<file path="config.mk">
export PLATFORM = sky130hd
export DESIGN_NAME = gpio_banked
export DESIGN_NICKNAME = d
export VERILOG_FILES = /design/src/rtl/gpio_banked_pkg.sv /design/src/rtl/gpio_banked_bank.sv /design/src/rtl/gpio_banked_sync.sv /design/src/rtl/gpio_banked_padmux.sv /design/src/rtl/gpio_banked.sv
export SDC_FILE = /design/constraint.sdc
export NUM_CORES = 1
export LEC_CHECK = 0
export CAP_MARGIN = 20
export CORE_UTILIZATION = 47
export DETAILED_ROUTE_END_ITERATION = 8
export GPL_ROUTABILITY_DRIVEN = 0
export HOLD_SLACK_MARGIN = 0.05
export PLACE_DENSITY = 0.82
export SYNTH_ARGS = -nofsm -noshare
export SYNTH_HDL_FRONTEND = slang
export SYNTH_SLANG_ARGS = --single-unit
</file>
<file path="constraint.sdc">
create_clock -name clk -period 5.4 [get_ports clk]
set_input_delay 0.54 -clock clk [delete_from_list [all_inputs] [get_ports clk]]
set_output_delay 0.54 -clock clk [all_outputs]
set_load 0.01 [all_outputs]
</file>
<file path="src/rtl/gpio_banked_pkg.sv">
package gpio_banked_pkg;

    localparam int NUM_BANKS  = 2;
    localparam int PPB        = 16;
    localparam int NPINS      = NUM_BANKS * PPB;
    localparam int BUS_W      = 2 * PPB;
    localparam int ADDR_W     = 8;
    localparam int BANK_BITS  = $clog2(NUM_BANKS);
    localparam int OFF_W      = ADDR_W - BANK_BITS;
    localparam int NUM_FEAT   = 6;
    localparam int SYNC_DEPTH = 2;

    localparam logic [NPINS-1:0] RSV_MASK = 32'hE080_0000;

    typedef enum logic [2:0] {
        FT_LEVEL = 3'd0,
        FT_DRIVE = 3'd1,
        FT_INEN  = 3'd2,
        FT_OALT1 = 3'd3,
        FT_OALT2 = 3'd4,
        FT_IALT1 = 3'd5
    } feat_e;

    typedef struct packed {
        logic  is_feat;
        logic  is_rb;
        feat_e feat;
    } dec_t;

    function automatic dec_t decode_off(input logic [OFF_W-1:0] off);
        dec_t d;
        d.is_feat = 1'b1;
        d.is_rb   = 1'b0;
        d.feat    = FT_LEVEL;
        case (off)
            7'h00:   d.feat = FT_LEVEL;
            7'h04:   d.feat = FT_DRIVE;
            7'h08: begin
                d.is_feat = 1'b0;
                d.is_rb   = 1'b1;
            end
            7'h0C:   d.feat = FT_OALT1;
            7'h10:   d.feat = FT_OALT2;
            7'h14:   d.feat = FT_INEN;
            7'h18:   d.feat = FT_IALT1;
            default: d.is_feat = 1'b0;
        endcase
        return d;
    endfunction

    function automatic logic [PPB-1:0] apply_sc(input logic [PPB-1:0] cur,
                                                 input logic [BUS_W-1:0] w);
        return (cur | w[PPB-1:0]) & ~w[BUS_W-1:PPB];
    endfunction

endpackage

</file>
<file path="src/rtl/gpio_banked_bank.sv">
module gpio_banked_bank
    import gpio_banked_pkg::*;
#(
    parameter logic [PPB-1:0] RSV = '0
) (
    input  logic                          clk,
    input  logic                          rst,
    input  logic                          wr_en,
    input  feat_e                         feat_sel,
    input  logic [BUS_W-1:0]              wdata,
    output logic [NUM_FEAT-1:0][PPB-1:0]  feat_q
);

    for (genvar f = 0; f < NUM_FEAT; f++) begin : g_feat
        logic [PPB-1:0] bits_q;
        always_ff @(posedge clk) begin
            if (rst) begin
                bits_q <= '0;
            end else if (wr_en && (feat_sel == feat_e'(f))) begin
                bits_q <= apply_sc(bits_q, wdata) & ~RSV;
            end
        end
        assign feat_q[f] = bits_q;
    end

endmodule

</file>
<file path="src/rtl/gpio_banked_sync.sv">
module gpio_banked_sync #(
    parameter int W     = 32,
    parameter int DEPTH = 2
) (
    input  logic         clk,
    input  logic         rst,
    input  logic [W-1:0] d,
    output logic [W-1:0] q
);

    logic [DEPTH-1:0][W-1:0] stage_q;

    always_ff @(posedge clk) begin
        if (rst) begin
            stage_q <= '0;
        end else begin
            stage_q[0] <= d;
            for (int i = 1; i < DEPTH; i++) begin
                stage_q[i] <= stage_q[i-1];
            end
        end
    end

    assign q = stage_q[DEPTH-1];

endmodule

</file>
<file path="src/rtl/gpio_banked_padmux.sv">
module gpio_banked_padmux #(
    parameter int W = 32
) (
    input  logic [W-1:0] level,
    input  logic [W-1:0] drive,
    input  logic [W-1:0] oalt1,
    input  logic [W-1:0] oalt2,
    input  logic [W-1:0] alt1_src,
    input  logic [W-1:0] alt2_src,
    input  logic [W-1:0] sync_lvl,
    input  logic [W-1:0] inen,
    input  logic [W-1:0] ialt1,
    output logic [W-1:0] pad_out,
    output logic [W-1:0] pad_oe,
    output logic [W-1:0] readback,
    output logic [W-1:0] aux_in
);

    for (genvar p = 0; p < W; p++) begin : g_pin
        always_comb begin
            if (oalt1[p]) begin
                pad_out[p] = alt1_src[p];
            end else if (oalt2[p]) begin
                pad_out[p] = alt2_src[p];
            end else begin
                pad_out[p] = level[p];
            end
        end
    end

    assign pad_oe   = drive;
    assign readback = sync_lvl & inen;
    assign aux_in   = sync_lvl & inen & ialt1;

endmodule

</file>
<file path="src/rtl/gpio_banked.sv">
module gpio_banked
    import gpio_banked_pkg::*;
(
    input  logic              clk,
    input  logic              rst,
    input  logic              bus_wr_en,
    input  logic              bus_rd_en,
    input  logic [ADDR_W-1:0] bus_addr,
    input  logic [BUS_W-1:0]  bus_wdata,
    output logic [BUS_W-1:0]  bus_rdata,
    input  logic [NPINS-1:0]  pad_in,
    input  logic [NPINS-1:0]  alt1_src,
    input  logic [NPINS-1:0]  alt2_src,
    output logic [NPINS-1:0]  pad_out,
    output logic [NPINS-1:0]  pad_oe,
    output logic [NPINS-1:0]  aux_in_data
);

    logic [BANK_BITS-1:0] bank_idx;
    logic [OFF_W-1:0]     off;
    dec_t                 dec;

    assign bank_idx = bus_addr[ADDR_W-1 -: BANK_BITS];
    assign off      = bus_addr[OFF_W-1:0];
    assign dec      = decode_off(off);

    logic [NUM_BANKS-1:0][NUM_FEAT-1:0][PPB-1:0] bank_feat;
    logic [NUM_FEAT-1:0][NPINS-1:0]              pin_feat;

    for (genvar b = 0; b < NUM_BANKS; b++) begin : g_bank
        gpio_banked_bank #(
            .RSV(RSV_MASK[b*PPB +: PPB])
        ) bank_i (
            .clk      (clk),
            .rst      (rst),
            .wr_en    (bus_wr_en && dec.is_feat && (bank_idx == BANK_BITS'(b))),
            .feat_sel (dec.feat),
            .wdata    (bus_wdata),
            .feat_q   (bank_feat[b])
        );
        for (genvar f = 0; f < NUM_FEAT; f++) begin : g_flat
            assign pin_feat[f][b*PPB +: PPB] = bank_feat[b][f];
        end
    end

    logic [NPINS-1:0] level_all, drive_all, inen_all;
    logic [NPINS-1:0] oalt1_all, oalt2_all, ialt1_all;
    logic [NPINS-1:0] sync_lvl, readback_all;

    assign level_all = pin_feat[FT_LEVEL];
    assign drive_all = pin_feat[FT_DRIVE];
    assign inen_all  = pin_feat[FT_INEN];
    assign oalt1_all = pin_feat[FT_OALT1];
    assign oalt2_all = pin_feat[FT_OALT2];
    assign ialt1_all = pin_feat[FT_IALT1];

    gpio_banked_sync #(
        .W     (NPINS),
        .DEPTH (SYNC_DEPTH)
    ) sync_i (
        .clk (clk),
        .rst (rst),
        .d   (pad_in),
        .q   (sync_lvl)
    );

    gpio_banked_padmux #(
        .W (NPINS)
    ) mux_i (
        .level    (level_all),
        .drive    (drive_all),
        .oalt1    (oalt1_all),
        .oalt2    (oalt2_all),
        .alt1_src (alt1_src),
        .alt2_src (alt2_src),
        .sync_lvl (sync_lvl),
        .inen     (inen_all),
        .ialt1    (ialt1_all),
        .pad_out  (pad_out),
        .pad_oe   (pad_oe),
        .readback (readback_all),
        .aux_in   (aux_in_data)
    );

    logic [PPB-1:0] rd_word;

    always_comb begin
        rd_word = '0;
        if (dec.is_feat) begin
            rd_word = bank_feat[bank_idx][dec.feat];
        end else if (dec.is_rb) begin
            rd_word = readback_all[bank_idx*PPB +: PPB];
        end
    end

    always_ff @(posedge clk) begin
        if (rst) begin
            bus_rdata <= '0;
        end else if (bus_rd_en) begin
            bus_rdata <= {{(BUS_W-PPB){1'b0}}, rd_word};
        end
    end

endmodule

</file>
-- Word level (Yosys, flattened, before mapping)
Index checks and enable logic that the tools add are counted.
- bits in registers: 248
- output and inout port bits: 128
- word-level logic and storage cells: 140
- magnitude comparators: 2
- equality and inequality tests: 11
- shift operators: 1
- mux-type cells: 65
- bitwise logic cells: 28
- reduce and logical (&&, ||, !) cells: 18
- operators by type and width (operator ; count):
    $mux W96 ; 2
    $and A16 B16 Y16 ; 6
    $or A16 B16 Y16 ; 6
    $and A13 B13 Y13 ; 6
    $or A13 B13 Y13 ; 6
    $and A32 B29 Y32 ; 2
    $mux W1 ; 58
    $bmux W16 S3 ; 1
    $mux W16 ; 3
    $shiftx A32 B6 Y16 ; 1
    $eq A7 B5 Y1 const B ; 3
    $not A16 Y16 ; 1
    $logic_and A1 B1 Y1 ; 15
    $pmux W3 S5 ; 1
    $eq A7 B4 Y1 const B ; 2
    $eq A7 B3 Y1 const B ; 1
    $logic_not A7 Y1 ; 1
    $eq A3 B2 Y1 const B ; 2
    $eq A3 B3 Y1 const B ; 2
    $reduce_or A6 Y1 ; 1
    $lt A3 B4 Y1 const B ; 1
    $eq A3 B1 Y1 const B ; 1
    $logic_not A3 Y1 ; 1
    $lt A1 B2 Y1 const B ; 1
    $not A1 Y1 ; 1

-- Longest topological paths before layout
- depth in word-level cells: 6
- mapped depth: 8

-- By module
Synthesis repeated with hierarchy kept, for this count alone.
- cells, all modules: 1291
- area total of the unflattened synthesis: 12384.4 um^2
- by module, submodules not included (module ; times used ; cells an instance ; area an instance (um^2) ; sequential area each (um^2)):
    gpio_banked_bank at g_bank[0].bank_i ; 1 ; 328 ; 3395.8 ; 1921.8
    gpio_banked ; 1 ; 332 ; 2841.5 ; 320.3
    gpio_banked_bank at g_bank[1].bank_i ; 1 ; 272 ; 2747.6 ; 1441.4
    gpio_banked_sync ; 1 ; 167 ; 2158.3 ; 1281.2
    gpio_banked_padmux ; 1 ; 192 ; 1241.2 ; 0.0

-- Worst setup path before layout
Ideal clock, no wire load.
- kind: input to register
- start point: input bus_addr[1]
- end point: register bus_rdata[13]
- library setup time: 122 ps
- data arrival time: 2223 ps
- required time: 5278 ps
- slack: 3055 ps
- stages: 5
- buffers on the path: 1
- path through: or4_1 -> buf_2 -> nor3_1 -> mux2_2 -> a221o_1
- word-level cells in the longest chain between the ends: 5
- elaborated cells between the ends (all ways): 15
- ends and longest elaborated chain (element ; line ; text):
    start, declared ; gpio_banked.sv:8 ; input logic [ADDR_W-1:0] bus_addr,
    $eq A7 B5 Y1 (tied with other cells) ; gpio_banked_pkg.sv:35 ; case (off)
    $pmux W3 S5 ; gpio_banked_pkg.sv:35 ;
    $bmux W16 S3 ; gpio_banked.sv:90 ; rd_word = bank_feat[bank_idx][dec.feat];
    $mux W16 (implied by the code) ; gpio_banked.sv:90 ;
    $mux W16 * ; gpio_banked.sv:89 ; if (dec.is_feat) begin
    end signal, assigned ; gpio_banked.sv:100 ; bus_rdata <= {{(BUS_W-PPB){1'b0}}, rd_word};
    end, declared ; gpio_banked.sv:10 ; output logic [BUS_W-1:0] bus_rdata,
Every way passes the cells marked *; elsewhere a longest branch is shown, timed or not. The select of a mux whose other input is x is not followed.
A chain may end at the register's enable or synchronous reset.

-- Worst setup path in the final report
- start point: input bus_addr[4]
- end point: register g_bank[0].bank_i.g_feat[0].bits_q[3]
- word-level cells in the longest chain between the ends: 6
- elaborated cells between the ends (all ways): 13
- ends and longest elaborated chain (element ; line ; text):
    $eq A7 B5 Y1 (tied with other cells) ; gpio_banked_pkg.sv:35 ;
    $reduce_or A6 Y1 (no line) ; - ;
    $mux W1 ; gpio_banked_pkg.sv:35 ;
    $logic_and A1 B1 Y1 (2 in series) ; gpio_banked.sv:36 ; .wr_en (bus_wr_en && dec.is_feat && (bank_idx == BANK_BITS'(b))),
    $logic_and A1 B1 Y1 * ; gpio_banked_bank.sv:19 ; end else if (wr_en && (feat_sel == feat_e'(f))) begin
    end signal, assigned ; gpio_banked_bank.sv:20 ; bits_q <= apply_sc(bits_q, wdata) & ~RSV;
    end, declared ; gpio_banked_bank.sv:15 ; logic [PPB-1:0] bits_q;
Every way passes the cells marked *; elsewhere a longest branch is shown, timed or not.

==> results.txt <==
relative slew slack = 0.2564
Critical Path Max Stage Delay = 940 ps
# port buffers = 227
register area = 0.004805 sq mm
yosys warns = 0
fmax = 0.3076 GHz
Max Cap Viol = 0
crit path cell chain = clkdlybuf4s50_1 > nor4b_2 > o31ai_1 > nor3_4 > buf_4 > a21oi_1 > a211oi_1
Clock Power Share = 0.438
initial antenna violation count = 0
CTS Hold Bufs = 0
count of nets left with antenna violations after detail routing = 0
CTS H-tree depth = 1
final setup TNS = 0 ps
gr usage total = 0.2901
CTS sink count = 240
area of the mapped netlist = 0.01123 sq mm
FP Rows = 56
Comb pwr share = 0.082
status = finished, final reports clean
Via density = 6.208
CP arrival = 3680 ps
CP Capture Type = flip-flop
DRT Wirelength = 36090 um
Fill cells = 1948
Syn Area/Cell = 9.138 sq um
met3 Use GR = 0.04320
R2R Setup Slk = 3950 ps
met1 Use GR = 0.3965
critical path type = in2reg
sequential-to-total area share from yosys stat = 0.4278
most frequent cells in the layout = dfxtp_1 (240), clkdlybuf4s50_1 (224), a21oi_1 (198)
total CTS buffers = 25
Reg-to-Reg End = bus_rdata[1]
Hold EP = sync_i.q[15]
Worst R2R Start = g_bank[1].bank_i.g_feat[4].bits_q[1]
grt ovf = 0
Final setup viols = 0
hold path depth = 1
Worst R2R Path Depth = 4
multi-input logic area = 0.005684 sq mm
cell family with most CP delay = buffers and inverters
hold_sp = sync_i.stage_q[15]
Final Hold Vio Count = 0
transition time of the tightest slew-check pin = 1112 ps
final period utilization = 0.6021
fraction of layout cells with a size suffix above 1 = 0.07407
Max VDD drop = 195.1 uV
RSZ-0062 raised after global routing = false
Die X = 156.6 um
first-pass GRT wire length = 55140 um
die area = 0.02452 sq mm
Final Util = 0.6029
library cells used by synthesis = 53
Period minus WS final = 3251 ps
largest net degree at the start of global routing = 140
Starting Density = 0.4785
startpoint types = input port
most common cell after layout, fill and taps aside = dfxtp_1
TritonCTS clock tree = done
Slowest cell on crit path = clkdlybuf4s50_1
Switching Share = 0.2316
Synth Instances = 1229
P_sw = 869.3 uW
Core ar. = 0.02347 sq mm
Syn-to-layout area delta = 26.01%
post-CTS setup buffer count = 0
DR vias = 10530
CP bufs+invs = 2
Hold Path Class = reg2reg
num ports = 268
Root Buffer = clkbuf_16
ANT cells = 0
Routed wire per std cell = 21.28 um
Top Usage Layer GRT = met2
Detailed Routing Iterations Pass 1 = 6
final clock skew = 12.24 ps
post-synthesis register bit count = 240
critical-path maximum fanout = 19
GR Util met2 = 0.4483
Power Dens Cells = 265.2 mW/mm^2
Critical Path RT = 5830 ps
chip height = 156.6 um
drt drc = 0
LEAKAGE = 0.004545 uW
vias in the first global route = 9726
DP HPWL = 23730 um
clock-pin slew on the worst setup and hold paths = 60 ps
Slew Limit Fails = 0
cts repair resizes = 0
Final nets = 1504
clk buf depth = 3
worst skew pair latency = 520 ps
Flop pwr share = 0.481
DR iter-0 viols = 1366
Int Pwr = 2884 uW
==> final cells by class <==
type	count	share of cell area
multi-input cells	842	0.4016
well taps	319	0.02820
flip-flops and latches	240	0.3395
clock inverters	3	0.003094
repair buffers	253	0.1761
clock buffers	37	0.05092
inverters	2	0.0005305
==> power groups by stage <==
stage	sequential (uW)	combinational [uW]	clock, uW
floorplan	1840	156	0
global route	1810	322	1720
global placement	1840	295	0
CTS	1800	299	1640
finish	1800	306	1640
detailed placement	1840	297	0
==> registers in the layout, summed over array words and instances (netlist names) <==
name                         flops
sync_i.q                        28
sync_i.stage_q                  28
g_bank.bank_i.g_feat.bits_q    168
bus_rdata                       16
==> cells in the mapped netlist, drive strengths merged <==
master,instances,area share
nor2b,58,0.032
o311ai,1,0.00078
nand3,13,0.0058
or2,1,0.00056
conb,1,0.00033
or3b,1,0.00078
o221ai,1,0.00078
o31ai,1,0.00067
a22oi,1,0.00067
mux2i,54,0.048
buf,90,0.053
a41oi,12,0.0094
mux4,12,0.024
and3,27,0.015
nor3b,1,0.0017
nand2,66,0.023
a21oi,198,0.088
nor4,8,0.0088
o2111ai,1,0.00078
nand2b,17,0.0095
a2111oi,1,0.00078
o211ai,2,0.0013
mux2,1,0.0010
a221oi,12,0.0094
a211oi,172,0.12
a21o,12,0.0080
nor2,16,0.0053
o211a,1,0.00089
o21a,2,0.0013
nand3b,13,0.0087
a221o,2,0.0018
a2bb2oi,1,0.00078
inv,2,0.00067
and2,6,0.0033
o22a,1,0.00078
a22o,24,0.019
nor4b,1,0.0013
or3,1,0.00056
dfxtp,240,0.43
or4,2,0.0013
o21ai,48,0.021
o22ai,14,0.0078
nor3,9,0.0072
clkbuf,82,0.027
==> per-stage QoR <==
step	total power (uW)	area, sq um	worst slack (ps)	std cells	hold WS, ps
2_1_floorplan	1996	11330	3055	1256	413.8
3_3_place_gp	2137	13350	1404	1653	420.8
3_5_place_dp	2140	13350	1269	1653	420.4
4_1_cts	3747	14110	1766	1693	434.1
5_1_grt	3849	14150	2050	1696	447.6
6_report	3753	14150	2149	1696	432.6
==> worst max path at each step <==
| stage | start | to | slack (ps) | cells past startpoint |
|---|---|---|---|---|
| after floorplan | bus_addr[1] | bus_rdata[13] | 3060 | 5 |
| after global placement | bus_addr[4] | g_bank[0].bank_i.g_feat[3].bits_q[9] | 1400 | 6 |
| after global routing | bus_addr[5] | g_bank[0].bank_i.g_feat[2].bits_q[8] | 2050 | 7 |
| after CTS | bus_addr[4] | g_bank[0].bank_i.g_feat[3].bits_q[7] | 1770 | 6 |
| final | bus_addr[4] | g_bank[0].bank_i.g_feat[0].bits_q[3] | 2150 | 7 |
| after detailed placement | bus_addr[4] | g_bank[0].bank_i.g_feat[3].bits_q[7] | 1270 | 6 |
==> logic make-up (layout without fill, tap and decap cells) <==
kind of cell           count (synthesis)  after routing  share of synthesized area
buffers and inverters                174            295                    0.08110
AO/OA/AOI/OAI                        507            507                     0.2928
AND/OR/NAND/NOR                      240            240                     0.1248
other                                  1             28                  0.0003339
flip-flops                           240            240                     0.4278
multiplexers                          67             67                    0.07320
==> metal layers <==
layer / wire, um / up-vias
met5: 0 / -
met4: 1412 / 0
met3: 3496 / 107
met2: 16180 / 646
met1: 15000 / 4981
li1: - / 4795
No activity file was read; power rests on OpenSTA's default activity.
